==> src/rtl/mbx_pkg.sv <==
package mbx_pkg;

  localparam int NCORE = 2;
  localparam int REG_AW = 2;
  localparam int STAT_W = 4;

  typedef enum logic [REG_AW-1:0] {
    REG_STAT = 2'd0,
    REG_TX   = 2'd1,
    REG_RX   = 2'd2,
    REG_NONE = 2'd3
  } mbx_reg_e;

  localparam int ST_VLD = 0;
  localparam int ST_RDY = 1;
  localparam int ST_OVF = 2;
  localparam int ST_UNF = 3;

endpackage

==> src/rtl/mbx_rst_sync.sv <==
module mbx_rst_sync (
  input  logic clk,
  input  logic arst_n,
  output logic srst_n
);
  logic [1:0] stage_q;

  always_ff @(posedge clk or negedge arst_n) begin
    if (!arst_n) stage_q <= 2'b00;
    else         stage_q <= {stage_q[0], 1'b1};
  end

  assign srst_n = stage_q[1];
endmodule

==> src/rtl/mbx_fifo.sv <==
module mbx_fifo #(
  parameter int DATA_W = 32,
  parameter int DEPTH  = 4
) (
  input  logic              clk,
  input  logic              rst_n,
  input  logic              push_req,
  input  logic [DATA_W-1:0] push_data,
  input  logic              pop_req,
  output logic              push_ok,
  output logic              pop_ok,
  output logic [DATA_W-1:0] head,
  output logic              empty,
  output logic              full
);
  localparam int PW = (DEPTH > 1) ? $clog2(DEPTH) : 1;
  localparam int CW = $clog2(DEPTH + 1);
  localparam logic [PW-1:0] LAST = PW'(DEPTH - 1);
  localparam logic [CW-1:0] CAP  = CW'(DEPTH);

  logic [DATA_W-1:0] mem_q [DEPTH];
  logic [PW-1:0]     wr_q, wr_d, rd_q, rd_d;
  logic [CW-1:0]     cnt_q, cnt_d;
  logic              ptr_en;

  function automatic logic [PW-1:0] bump(input logic [PW-1:0] p);
    return (p == LAST) ? '0 : p + 1'b1;
  endfunction

  assign empty   = (cnt_q == '0);
  assign full    = (cnt_q == CAP);
  assign pop_ok  = pop_req & ~empty;
  assign push_ok = push_req & (~full | pop_ok);
  assign head    = empty ? '0 : mem_q[rd_q];
  assign ptr_en  = push_ok | pop_ok;

  always_comb begin
    wr_d  = push_ok ? bump(wr_q) : wr_q;
    rd_d  = pop_ok  ? bump(rd_q) : rd_q;
    cnt_d = cnt_q;
    if (push_ok && !pop_ok) cnt_d = cnt_q + 1'b1;
    if (pop_ok && !push_ok) cnt_d = cnt_q - 1'b1;
  end

  always_ff @(posedge clk or negedge rst_n) begin
    if (!rst_n) begin
      wr_q  <= '0;
      rd_q  <= '0;
      cnt_q <= '0;
    end else if (ptr_en) begin
      wr_q  <= wr_d;
      rd_q  <= rd_d;
      cnt_q <= cnt_d;
    end
  end

  always_ff @(posedge clk) begin
    if (push_ok) mem_q[wr_q] <= push_data;
  end
endmodule

==> src/rtl/mbx_flags.sv <==
module mbx_flags (
  input  logic clk,
  input  logic rst_n,
  input  logic set_ovf,
  input  logic set_unf,
  input  logic clr,
  output logic ovf,
  output logic unf
);
  logic ovf_d, unf_d, flag_en;

  assign flag_en = set_ovf | set_unf | clr;

  always_comb begin
    ovf_d = set_ovf | (ovf & ~clr);
    unf_d = set_unf | (unf & ~clr);
  end

  always_ff @(posedge clk or negedge rst_n) begin
    if (!rst_n) begin
      ovf <= 1'b0;
      unf <= 1'b0;
    end else if (flag_en) begin
      ovf <= ovf_d;
      unf <= unf_d;
    end
  end
endmodule

==> src/rtl/mbx_route.sv <==
module mbx_route
  import mbx_pkg::*;
#(
  parameter int NPORT  = 2,
  parameter int DATA_W = 32
) (
  input  logic [NPORT-1:0]             p_en,
  input  logic [NPORT-1:0]             p_we,
  input  logic [NPORT-1:0]             p_core,
  input  logic [NPORT-1:0][REG_AW-1:0] p_addr,
  input  logic [NPORT-1:0][DATA_W-1:0] p_wdata,
  output logic [NCORE-1:0]             c_wr_tx,
  output logic [NCORE-1:0]             c_rd_rx,
  output logic [NCORE-1:0]             c_wr_stat,
  output logic [NCORE-1:0][DATA_W-1:0] c_wdata
);
  for (genvar c = 0; c < NCORE; c++) begin : g_core
    logic              hit;
    logic              we;
    logic [REG_AW-1:0] addr;
    logic [DATA_W-1:0] data;

    always_comb begin
      hit  = 1'b0;
      we   = 1'b0;
      addr = REG_NONE;
      data = '0;
      for (int p = NPORT - 1; p >= 0; p--) begin
        if (p_en[p] && (p_core[p] == 1'(c))) begin
          hit  = 1'b1;
          we   = p_we[p];
          addr = p_addr[p];
          data = p_wdata[p];
        end
      end
    end

    assign c_wr_tx[c]   = hit &  we & (addr == REG_TX);
    assign c_rd_rx[c]   = hit & ~we & (addr == REG_RX);
    assign c_wr_stat[c] = hit &  we & (addr == REG_STAT);
    assign c_wdata[c]   = data;
  end
endmodule

==> src/rtl/ipc_mailbox.sv <==
module ipc_mailbox
  import mbx_pkg::*;
#(
  parameter int DATA_W = 32,
  parameter int DEPTH  = 4,
  parameter int NPORT  = 2
) (
  input  logic                         clk,
  input  logic                         rst_n,
  input  logic [NPORT-1:0]             bus_en,
  input  logic [NPORT-1:0]             bus_we,
  input  logic [NPORT-1:0]             bus_core,
  input  logic [NPORT-1:0][REG_AW-1:0] bus_addr,
  input  logic [NPORT-1:0][DATA_W-1:0] bus_wdata,
  output logic [NPORT-1:0][DATA_W-1:0] bus_rdata,
  output logic [NCORE-1:0]             irq,
  output logic [NCORE-1:0]             evt
);
  logic srst_n;

  logic [NCORE-1:0]             c_wr_tx, c_rd_rx, c_wr_stat;
  logic [NCORE-1:0][DATA_W-1:0] c_wdata;

  logic [NCORE-1:0]             f_push_req, f_push_ok, f_pop_req, f_pop_ok;
  logic [NCORE-1:0]             f_empty, f_full;
  logic [NCORE-1:0][DATA_W-1:0] f_head;

  logic [NCORE-1:0]             ovf_q, unf_q, stat_clr;
  logic [NCORE-1:0][STAT_W-1:0] status;
  logic [NCORE-1:0]             evt_d;

  mbx_rst_sync u_rst (
    .clk    (clk),
    .arst_n (rst_n),
    .srst_n (srst_n)
  );

  mbx_route #(.NPORT(NPORT), .DATA_W(DATA_W)) u_route (
    .p_en      (bus_en),
    .p_we      (bus_we),
    .p_core    (bus_core),
    .p_addr    (bus_addr),
    .p_wdata   (bus_wdata),
    .c_wr_tx   (c_wr_tx),
    .c_rd_rx   (c_rd_rx),
    .c_wr_stat (c_wr_stat),
    .c_wdata   (c_wdata)
  );

  // FIFO c carries words sent by core c toward core 1-c.
  for (genvar c = 0; c < NCORE; c++) begin : g_dir
    assign f_push_req[c] = c_wr_tx[c];
    assign f_pop_req[c]  = c_rd_rx[NCORE-1-c];
    assign stat_clr[c]   = c_wr_stat[c];

    mbx_fifo #(.DATA_W(DATA_W), .DEPTH(DEPTH)) u_fifo (
      .clk       (clk),
      .rst_n     (srst_n),
      .push_req  (f_push_req[c]),
      .push_data (c_wdata[c]),
      .pop_req   (f_pop_req[c]),
      .push_ok   (f_push_ok[c]),
      .pop_ok    (f_pop_ok[c]),
      .head      (f_head[c]),
      .empty     (f_empty[c]),
      .full      (f_full[c])
    );

    mbx_flags u_flags (
      .clk     (clk),
      .rst_n   (srst_n),
      .set_ovf (f_push_req[c] & ~f_push_ok[c]),
      .set_unf (c_rd_rx[c] & ~f_pop_ok[NCORE-1-c]),
      .clr     (stat_clr[c]),
      .ovf     (ovf_q[c]),
      .unf     (unf_q[c])
    );

    always_comb begin
      status[c]         = '0;
      status[c][ST_VLD] = ~f_empty[NCORE-1-c];
      status[c][ST_RDY] = ~f_full[c];
      status[c][ST_OVF] = ovf_q[c];
      status[c][ST_UNF] = unf_q[c];
    end

    assign irq[c]   = status[c][ST_VLD] | ovf_q[c] | unf_q[c];
    assign evt_d[c] = f_push_ok[NCORE-1-c];
  end

  always_ff @(posedge clk or negedge srst_n) begin
    if (!srst_n) evt <= '0;
    else         evt <= evt_d;
  end

  for (genvar p = 0; p < NPORT; p++) begin : g_port
    logic own;
    assign own = bus_core[p];

    always_comb begin
      bus_rdata[p] = '0;
      if (bus_en[p] && !bus_we[p]) begin
        unique case (bus_addr[p])
          REG_STAT: bus_rdata[p] = DATA_W'(status[own]);
          REG_RX:   bus_rdata[p] = f_head[~own];
          default:  bus_rdata[p] = '0;
        endcase
      end
    end
  end
endmodule

==> config.mk <==
export PLATFORM = sky130hd
export DESIGN_NAME = ipc_mailbox
export DESIGN_NICKNAME = d
export VERILOG_FILES = /design/src/rtl/mbx_pkg.sv /design/src/rtl/mbx_rst_sync.sv /design/src/rtl/mbx_fifo.sv /design/src/rtl/mbx_flags.sv /design/src/rtl/mbx_route.sv /design/src/rtl/ipc_mailbox.sv
export SDC_FILE = /design/constraint.sdc
export NUM_CORES = 1
export LEC_CHECK = 0
export BUFFER_PORTS_ARGS = -buffer_cell sky130_fd_sc_hd__buf_4
export CORE_ASPECT_RATIO = 0.9
export CORE_MARGIN = 1
export CORE_UTILIZATION = 55
export CTS_BUF_LIST = sky130_fd_sc_hd__clkbuf_2 sky130_fd_sc_hd__clkbuf_4 sky130_fd_sc_hd__clkbuf_8
export CTS_CLUSTER_SIZE = 20
export DETAILED_ROUTE_END_ITERATION = 8
export PLACE_DENSITY = 0.88
export SLEW_MARGIN = 10
export SYNTH_ARGS = -nofsm -noshare
export SYNTH_HDL_FRONTEND = slang
export SYNTH_SLANG_ARGS = --single-unit
export TNS_END_PERCENT = 10
==> constraint.sdc <==
create_clock -name clk -period 1.85 [get_ports clk]
set_input_delay 0.185 -clock clk [delete_from_list [all_inputs] [get_ports clk]]
set_output_delay 0.185 -clock clk [all_outputs]
set_load 0.05 [all_outputs]
==> results of run 1 <==
where the power goes:
| part | internal [mW] | total (mW) | switching [mW] |
|---|---|---|---|
| sequential | 7.21 | 7.53 | 0.318 |
| clock | 2.72 | 5.16 | 2.44 |
| combinational | 4.15 | 8.61 | 4.45 |
area by class of cell:
class	instances	share of cell area [%]
flip-flops and latches	278	48.3
well taps	297	2.18
clock buffers	55	3.99
multi-input cells	502	28.6
repair buffers	260	15.5
inverters	19	0.432
diodes	1	0.0147
clock inverters	22	0.946
metrics by stage:
stage / cell area, sq um / TNS (ps)
2_1_floorplan: 13000 / -51180
5_1_grt: 17100 / -65270
3_3_place_gp: 15300 / -36930
4_1_cts: 16900 / -49610
3_5_place_dp: 15300 / -51460
6_report: 17100 / -56570
worst max-delay path, delay by kind of cell (launching register included):
kind | cells | cell delay (ps)
simple gates | 3 | 290
mux | 1 | 530
flops | 1 | 530
compound gates | 1 | 180
buf+inv | 2 | 360
per-layer routing:
metal	wire length (um)	global-route usage, %
met1	13100	40.0
met2	18900	53.0
met3	4220	6.85
met4	1820	15.0
met5	0	0
final timing paths:
path	startpoint	end	cells past startpoint
max	g_dir[1].u_fifo.rd_q[0]	bus_rdata[15]	7
max in group asynchronous	rst_n	u_rst.stage_q[0]	3
min	bus_wdata[51]	g_dir[0].u_fifo.mem_q[0][19]	2
min in group asynchronous	u_rst.stage_q[1]	g_dir[1].u_fifo.wr_q[0]	1
min reg2reg	u_rst.stage_q[1]	g_dir[1].u_fifo.wr_q[0]	1
max reg2reg	g_dir[0].u_fifo.cnt_q[1]	g_dir[0].u_fifo.cnt_q[2]	7
registers in the layout (all words and copies together) (netlist names):
signal / count
g_dir.u_fifo.rd_q: 4
evt: 2
g_dir.u_fifo.mem_q: 256
g_dir.u_flags.ovf: 2
g_dir.u_fifo.wr_q: 4
g_dir.u_fifo.cnt_q: 6
u_rst.stage_q: 2
g_dir.u_flags.unf: 2
cells in the final DEF, fill, tap and decap left out, types with 11 or more instances in the layout:
master / instances
sky130_fd_sc_hd__edfxtp_1: 256
sky130_fd_sc_hd__buf_4: 152
sky130_fd_sc_hd__nor2_2: 72
sky130_fd_sc_hd__buf_6: 68
sky130_fd_sc_hd__a22o_1: 67
sky130_fd_sc_hd__mux4_2: 65
sky130_fd_sc_hd__nor2_1: 57
sky130_fd_sc_hd__a21oi_2: 52
sky130_fd_sc_hd__clkbuf_8: 43
sky130_fd_sc_hd__buf_12: 33
sky130_fd_sc_hd__and2_4: 30
sky130_fd_sc_hd__nand2_2: 21
sky130_fd_sc_hd__nand2_1: 20
sky130_fd_sc_hd__dfrtp_1: 18
sky130_fd_sc_hd__inv_1: 13
sky130_fd_sc_hd__and2_1: 12
sky130_fd_sc_hd__a21oi_1: 12
sky130_fd_sc_hd__clkbuf_4: 12
sky130_fd_sc_hd__clkinv_1: 11
repair_timing:
action	4_1_cts	5_1_grt
endpoints found under the hold margin	10	0
cloned	1	0
setup endpoints to repair	221	289
hold buffers	4	0
gates resized for setup	166	70
pin swaps	30	31
setup buffers	6	2
kinds of logic after synthesis:
kind of cell    Yosys count
mux                      75
simple gates            245
fa+ha+maj                15
xor+xnor                  4
buf+inv                  79
compound gates          162
flops                   278
other cells               1
==> run summary, run 1 <==
TritonCTS built the clock tree. The final layout contains routed wiring with a total length of 38,000 um. For the worst setup path, the data required time is 1660 ps. The fraction of the cycle the final worst path needs works out to 143%.

The number of antenna violations at the first check in global routing was 1; the power density over the cells was 1250 mW/mm^2. The kind of critical path was reg2out. The most frequent cell on the critical path is sky130_fd_sc_hd__buf_6.

The synthesized netlist devotes 1.60% of its cell area to adder and majority cells. The tools report the total placed cells including tap cells as 1,344. The largest individual stage delay along the critical path comes from the cell sky130_fd_sc_hd__dfrtp_2. The total die area is 0.0237 sq mm.

Relative to the synthesized area, the layout overhead comes to 34.3%. The tools report the maximum number of pins on one net before global-route repair as 39. The register area was 0.00824 sq mm.

The hold violation count in the final report came out at 0. At the placement stage, the worst setup path has a slack of -329 ps. Before antenna repair, the detailed router went through 7 iterations.

Sorting the synthesized cells by how often they occur yields 256 x sky130_fd_sc_hd__edfxtp_1, 131 x sky130_fd_sc_hd__nor2_1, 68 x sky130_fd_sc_hd__a21oi_1, 67 x sky130_fd_sc_hd__a22o_1, 65 x sky130_fd_sc_hd__mux4_2. The number of nets in the synthesized netlist is 950. The logs give 64.8% for the share of the yosys chip area belonging to registers and 8.73 ps for the worst slack on hold paths.

The buffer depth of the longest clock path was 3. The minimum setup slack in the final design was -801 ps. sky130_fd_sc_hd__edfxtp_1 takes more of the synthesized area than any other cell. A synthesized cell averages 14.8 sq um. The smallest clock period supported by the final layout is computed as 2650 ps.

The port buffer count was 143. For this run, design rule violations remaining after detail routing come to 0. The flip-flop cell with the highest count after synthesis was sky130_fd_sc_hd__edfxtp_1. The mux cell area share after synthesis came out at 12.4%. The tools report the total clock buffers created by CTS as 43. Share of async-settable or async-resettable flops after synthesis: 7.91%. Headroom to the max-slew limit came out at 57.8%. The area share of the largest cell type after synthesis is 60.5%, and the routed wirelength normalized by instance count is 26.5 um.

The checks that failed: setup timing. The die span in x is 162 um. The launching element type of the critical path was a flop.

By area the synthesized netlist is led by sky130_fd_sc_hd__edfxtp_1 61%, sky130_fd_sc_hd__mux4_2 12%, sky130_fd_sc_hd__a22o_1 4.6%, sky130_fd_sc_hd__dfrtp_1 4.3%, sky130_fd_sc_hd__nor2_1 3.9%. The peak ir drop on the vdd network is 0.000752 V, and the placer congestion estimate is 0.853. In this run the count of I/O pins placed on the die edge is 144. Root buffer selected by CTS: sky130_fd_sc_hd__clkbuf_8. The tools report the cell area after synthesis as 0.0127 sq mm.

In this run the number of H-tree levels came out at 2. The multi-input combinational cells in the finished layout cover a total of 0.00488 sq mm. Across all register-to-register paths, the minimum setup slack is -310 ps. The critical path's largest stage delay works out to 530 ps. Setup repair after global routing could not meet its margin everywhere. The netlist uses 58 different library cells.

Counting every sink on the clock net gives 278. Synthesized netlist cell count: 859. The run finished, with violations left. The endpoint type of the worst setup path is a primary output. For this run, the post-layout net count is 1,195.

After the first detailed-routing iteration, the DRC count stood at 831. The critical path goes through buf_6 > mux4_2 > nand2_1 > nor2_1 > a21oi_2 > nor2_2 > buf_6. Once layout is complete, the cells apart from fillers number 1,434. The simple-gate share of the synthesized area works out to 9.09%. The via count came out at 9,196.

The xor and xnor fraction of the mapped netlist area is 0.276%, and the initial standard-cell utilization of the core is 56.3%. Along the worst path, the maximum fanout reaches 6. Summing the areas of all compound-gate instances in the mapped netlist gives 9.14% of the synthesized area. The number of global-route vias before repair was 9,488; the number of cell rows was 52. The final clock skew was 30.8 ps; the flop and latch count out of synthesis was 278. Overall power consumption after layout is estimated at 21.3 mW.

Cell with the most instances after synthesis: sky130_fd_sc_hd__edfxtp_1. From bottom edge to top edge, the die measures 146 um. In the final layout, the share of cells above drive strength 1 is 54.2%.

Timing would allow up to 377 MHz. Setup violations remaining at the end of the flow were counted as 199. In this run the remaining antenna-violating nets after routing total 0.

After synthesis, the largest family of logic cells by area is multiplexers. Clock latency on the worst-skew pair: 570 ps. The clock transition at the registers of the reported paths is 70 ps, and the Yosys warning count is 0. Across the run, the number of max-cap violations was 0. STA puts the critical path data arrival time at 2470 ps.

The slew of the pin with the lowest slew margin was 633 ps; the remaining global-route overflow was 0. For this run, the share of the core covered by cells in the final layout is 75.6%. The placeable core area is 0.0226 sq mm. Class of the most critical hold timing path: in2reg. The filler cells instantiated in the layout total 1,159.

The static leakage power came out at 6.23 nW. The detailed-route vias per instance works out to 6.41. The run gives 22,800 um as the post-DP HPWL. Yosys mapped a number of flops with a built-in enable equal to 256. Combined global-route utilization of all metal layers: 31.8%. The first global-routing pass estimated 55,300 um of wire. The number of pins exceeding their max-slew limit in the final report came out at 0.
Power figures use the tool's default switching activity.
==> inputs of run 2 (changes only) <==
Settings changed: RECOVER_POWER set to 25.
==> run summary, run 2 (synthesis results as in run 1) <==
The flow ran to the end, but the final reports show violations. Violations in the final reports: setup timing (unchanged). The number of antenna violations at the first check in global routing is 1 (unchanged), and the switching fraction of total power is 33.9% (about the same). The post-DP HPWL was 22,800 um (unchanged); the final clock skew was 28.5 ps (was 30.8 ps). The detailed-route vias per instance is 6.42 (was 6.41). Final-layout setup total negative slack: -56,140 ps (was -56,570 ps). The most frequent standard cell in the layout excluding fill and tap cells was sky130_fd_sc_hd__edfxtp_1 (unchanged). Remaining global-route overflow: 0 (unchanged).

The tools report the launching element type of the critical path as a flop (unchanged). The run gives 570 ps (about the same) as the clock latency on the worst-skew pair. The power density over the cells is 1250 mW/mm^2 (about the same), and the static leakage power is 6.22 nW (was 6.23 nW).

The depth of the most critical reg-to-reg path was 7 (unchanged); the number of setup violations in the final report was 199 (unchanged). Fraction of the cycle the final worst path needs: 143% (about the same). The I/O pin total was 144 (unchanged); the vertical extent of the die was 146 um (unchanged). Commonest non-fill, non-tap cells in the layout: 256 x sky130_fd_sc_hd__edfxtp_1, 148 x sky130_fd_sc_hd__buf_4, 72 x sky130_fd_sc_hd__nor2_2 (was 256 x sky130_fd_sc_hd__edfxtp_1, 152 x sky130_fd_sc_hd__buf_4, 72 x sky130_fd_sc_hd__nor2_2). The logs give 14.2% (was 57.8%) for the worst slew margin relative to its limit and 0.853 (unchanged) for the placer congestion estimate. The register area is 0.00824 sq mm (unchanged), and the power dissipated by switching net loads is 7.21 mW (about the same). The post-detailed-route count of antenna-violating nets was 0 (unchanged). The slew of the pin with the lowest slew margin is 1290 ps (was 633 ps).

Maximum number of pins on one net before global-route repair: 39 (unchanged). Largest regs: g_dir.u_fifo.mem_q x256, g_dir.u_fifo.cnt_q x6 (unchanged). The register ranked first by flip-flop count is g_dir.u_fifo.mem_q (unchanged). The reported max-cap violation count is 0 (unchanged).

The number of filler cells placed in the layout came out at 1,166 (was 1,159). The flip-flop count of the largest register, all copies and words added is 256 (unchanged), and the shortest period the worst path allows is 2650 ps (about the same). The logs give 0.0153 sq mm (unchanged) for the post-place instance area and 9,208 (was 9,196) for the via count.

The clock share of power was 24.2% (about the same). The logs give 378 MHz (was 377 MHz) for the upper clock frequency limit and 0 (unchanged) for the hold violation count in the final report. Setup repair after global routing could not meet its margin everywhere. The tools report the total die area as 0.0237 sq mm (unchanged). The tools report the wire length of the first global-routing pass as 55,300 um (unchanged).

The total clock buffers created by CTS is 43 (unchanged). The tools report the register-to-register setup slack as -320 ps (was -310 ps). The maximum fanout encountered on the critical timing path was 6 (unchanged).

The kind of critical path is reg2out (unchanged). For the initial standard-cell utilization of the core, the log shows 56.3% (unchanged). The cell-internal power is 14.1 mW (about the same), and the number of design rule violations left after detail routing is 0 (unchanged).

H-tree depth: 2 (unchanged). Worst flop-to-flop path startpoint: g_dir[0].u_fifo.cnt_q[1] (unchanged). The endpoint required time on the critical path is 1660 ps (about the same).

The number of cell rows was 52 (unchanged). The tools report the destination of the worst register-to-register timing path as g_dir[0].u_fifo.cnt_q[2] (unchanged). The cell depth of the worst min-delay path is 2 (unchanged).

The run gives 5 (was 7) as the iteration count of the initial detailed-routing pass. The class of the most critical hold timing path was in2reg (unchanged). The multi-input gate area in the final layout came out at 0.00488 sq mm (about the same).

The tools report the endpoint type of the worst setup path as a primary output (unchanged). TritonCTS built the clock tree. For the number of nets in the finished design, the log shows 1,195 (unchanged). Sink of the worst hold path: g_dir[0].u_fifo.mem_q[0][19] (unchanged). The die span in x was 162 um (unchanged); the combined global-route utilization of all metal layers was 31.8% (unchanged). The placeable core area is 0.0226 sq mm (unchanged). The root buffer selected by CTS is sky130_fd_sc_hd__clkbuf_8 (unchanged). The tools report the buffer depth of the longest clock path as 3 (unchanged). The share of final-layout standard cells stronger than drive strength 1 is 54.0% (was 54.2%).

The final routed wirelength across all metal layers was 38,100 um (was 38,000 um). The clock transition at the registers of the reported paths is 70 ps (about the same), and the number of pins exceeding their max-slew limit in the final report is 0 (unchanged). For the number of DRC violations after detailed-routing iteration 0, the log shows 951 (was 831). The run gives -798 ps (was -801 ps) as the minimum setup slack in the final design. The number of global-route vias before repair came out at 9,488 (unchanged). The sequential cell fraction of total power is 35.4% (was 35.3%). Hold path startpoint: bus_wdata[51] (unchanged).

Routed wirelength normalized by instance count: 26.6 um (was 26.5 um). The fraction of power consumed by combinational cells is 40.4% (about the same), and the area added between synthesis and finish is 34.2% (was 34.3%). The port buffer count is 143 (unchanged), and the final non-filler cell area is 0.0171 sq mm (about the same). The peak ir drop on the vdd network is 0.000751 V (was 0.000752 V), and the number of sinks on the clock net is 278 (unchanged).

The run gives 2460 ps (was 2470 ps) as the critical path data arrival time.
run 2: cell types whose count changed in the layout (fill, tap and decap cells not counted), sizes merged:
cell    delta
buf        -4
clkbuf     +4
run 2: final cells by class:
class | instances | share of cell area [%]
clock inverters | 22 | 0.947
flip-flops and latches | 278 | 48.3
repair buffers | 260 | 15.5
diodes | 1 | 0.0147
clock buffers | 55 | 4.00
well taps | 297 | 2.18
inverters | 19 | 0.433
multi-input cells | 502 | 28.6
run 2: critical path: stages (launching register included):
cell and delay [ps]:
sky130_fd_sc_hd__dfrtp_2 530, sky130_fd_sc_hd__buf_6 200, sky130_fd_sc_hd__mux4_2 530, sky130_fd_sc_hd__nand2_1 150
sky130_fd_sc_hd__nor2_1 80, sky130_fd_sc_hd__a21oi_2 180, sky130_fd_sc_hd__nor2_2 60, sky130_fd_sc_hd__buf_6 160
run 2: stage by stage:
| step | power (mW) | util (%) | worst slack (ps) | hold WS, ps | std cells |
|---|---|---|---|---|---|
| after global placement | 14.0 | 67.8 | -279 | -32.2 | 1344 |
| after detailed placement | 14.3 | 67.8 | -329 | -29.2 | 1344 |
| after floorplan | 11.9 | - | -273 | -111 | 859 |
| after CTS | 20.5 | 74.7 | -760 | 0.940 | 1432 |
| final | 21.3 | 75.5 | -798 | 10.8 | 1434 |
| after global routing | 22.0 | 75.5 | -869 | 13.7 | 1434 |
run 2: how the worst max path moves through the flow:
stage,startpoint,endpoint,slack (ps)
final,g_dir[1].u_fifo.rd_q[0],bus_rdata[15],-800
after global routing,g_dir[1].u_fifo.rd_q[0],bus_rdata[31],-870
after CTS,g_dir[1].u_fifo.rd_q[0],bus_rdata[45],-760
after detailed placement,bus_core[0],g_dir[1].u_fifo.cnt_q[2],-330
after global placement,bus_addr[3],g_dir[0].u_fifo.cnt_q[2],-280
after floorplan,bus_core[0],g_dir[0].u_fifo.cnt_q[2],-270
run 2: power by group through the flow:
stage	Combinational [mW]	Sequential (mW)	Clock [mW]
floorplan	4.41	7.47	0
global placement	6.44	7.59	0
detailed placement	6.71	7.61	0
CTS	7.90	7.50	5.11
global route	9.02	7.55	5.45
finish	8.61	7.53	5.16
run 2: what timing repair did:
item,4_1_cts,5_1_grt
gates cloned,1,0
endpoints found under the setup margin,221,289
hold buffers,4,0
buffers inserted,6,2
pin swaps,30,31
gates resized for setup,166,70
endpoints found under the hold margin,10,0
run 2: routing by layer:
layer  GRT usage [%]  routed length, um
met5               0                  0
met1            40.0              13200
met4            15.0               1760
met3            6.85               4170
met2            53.0              19000
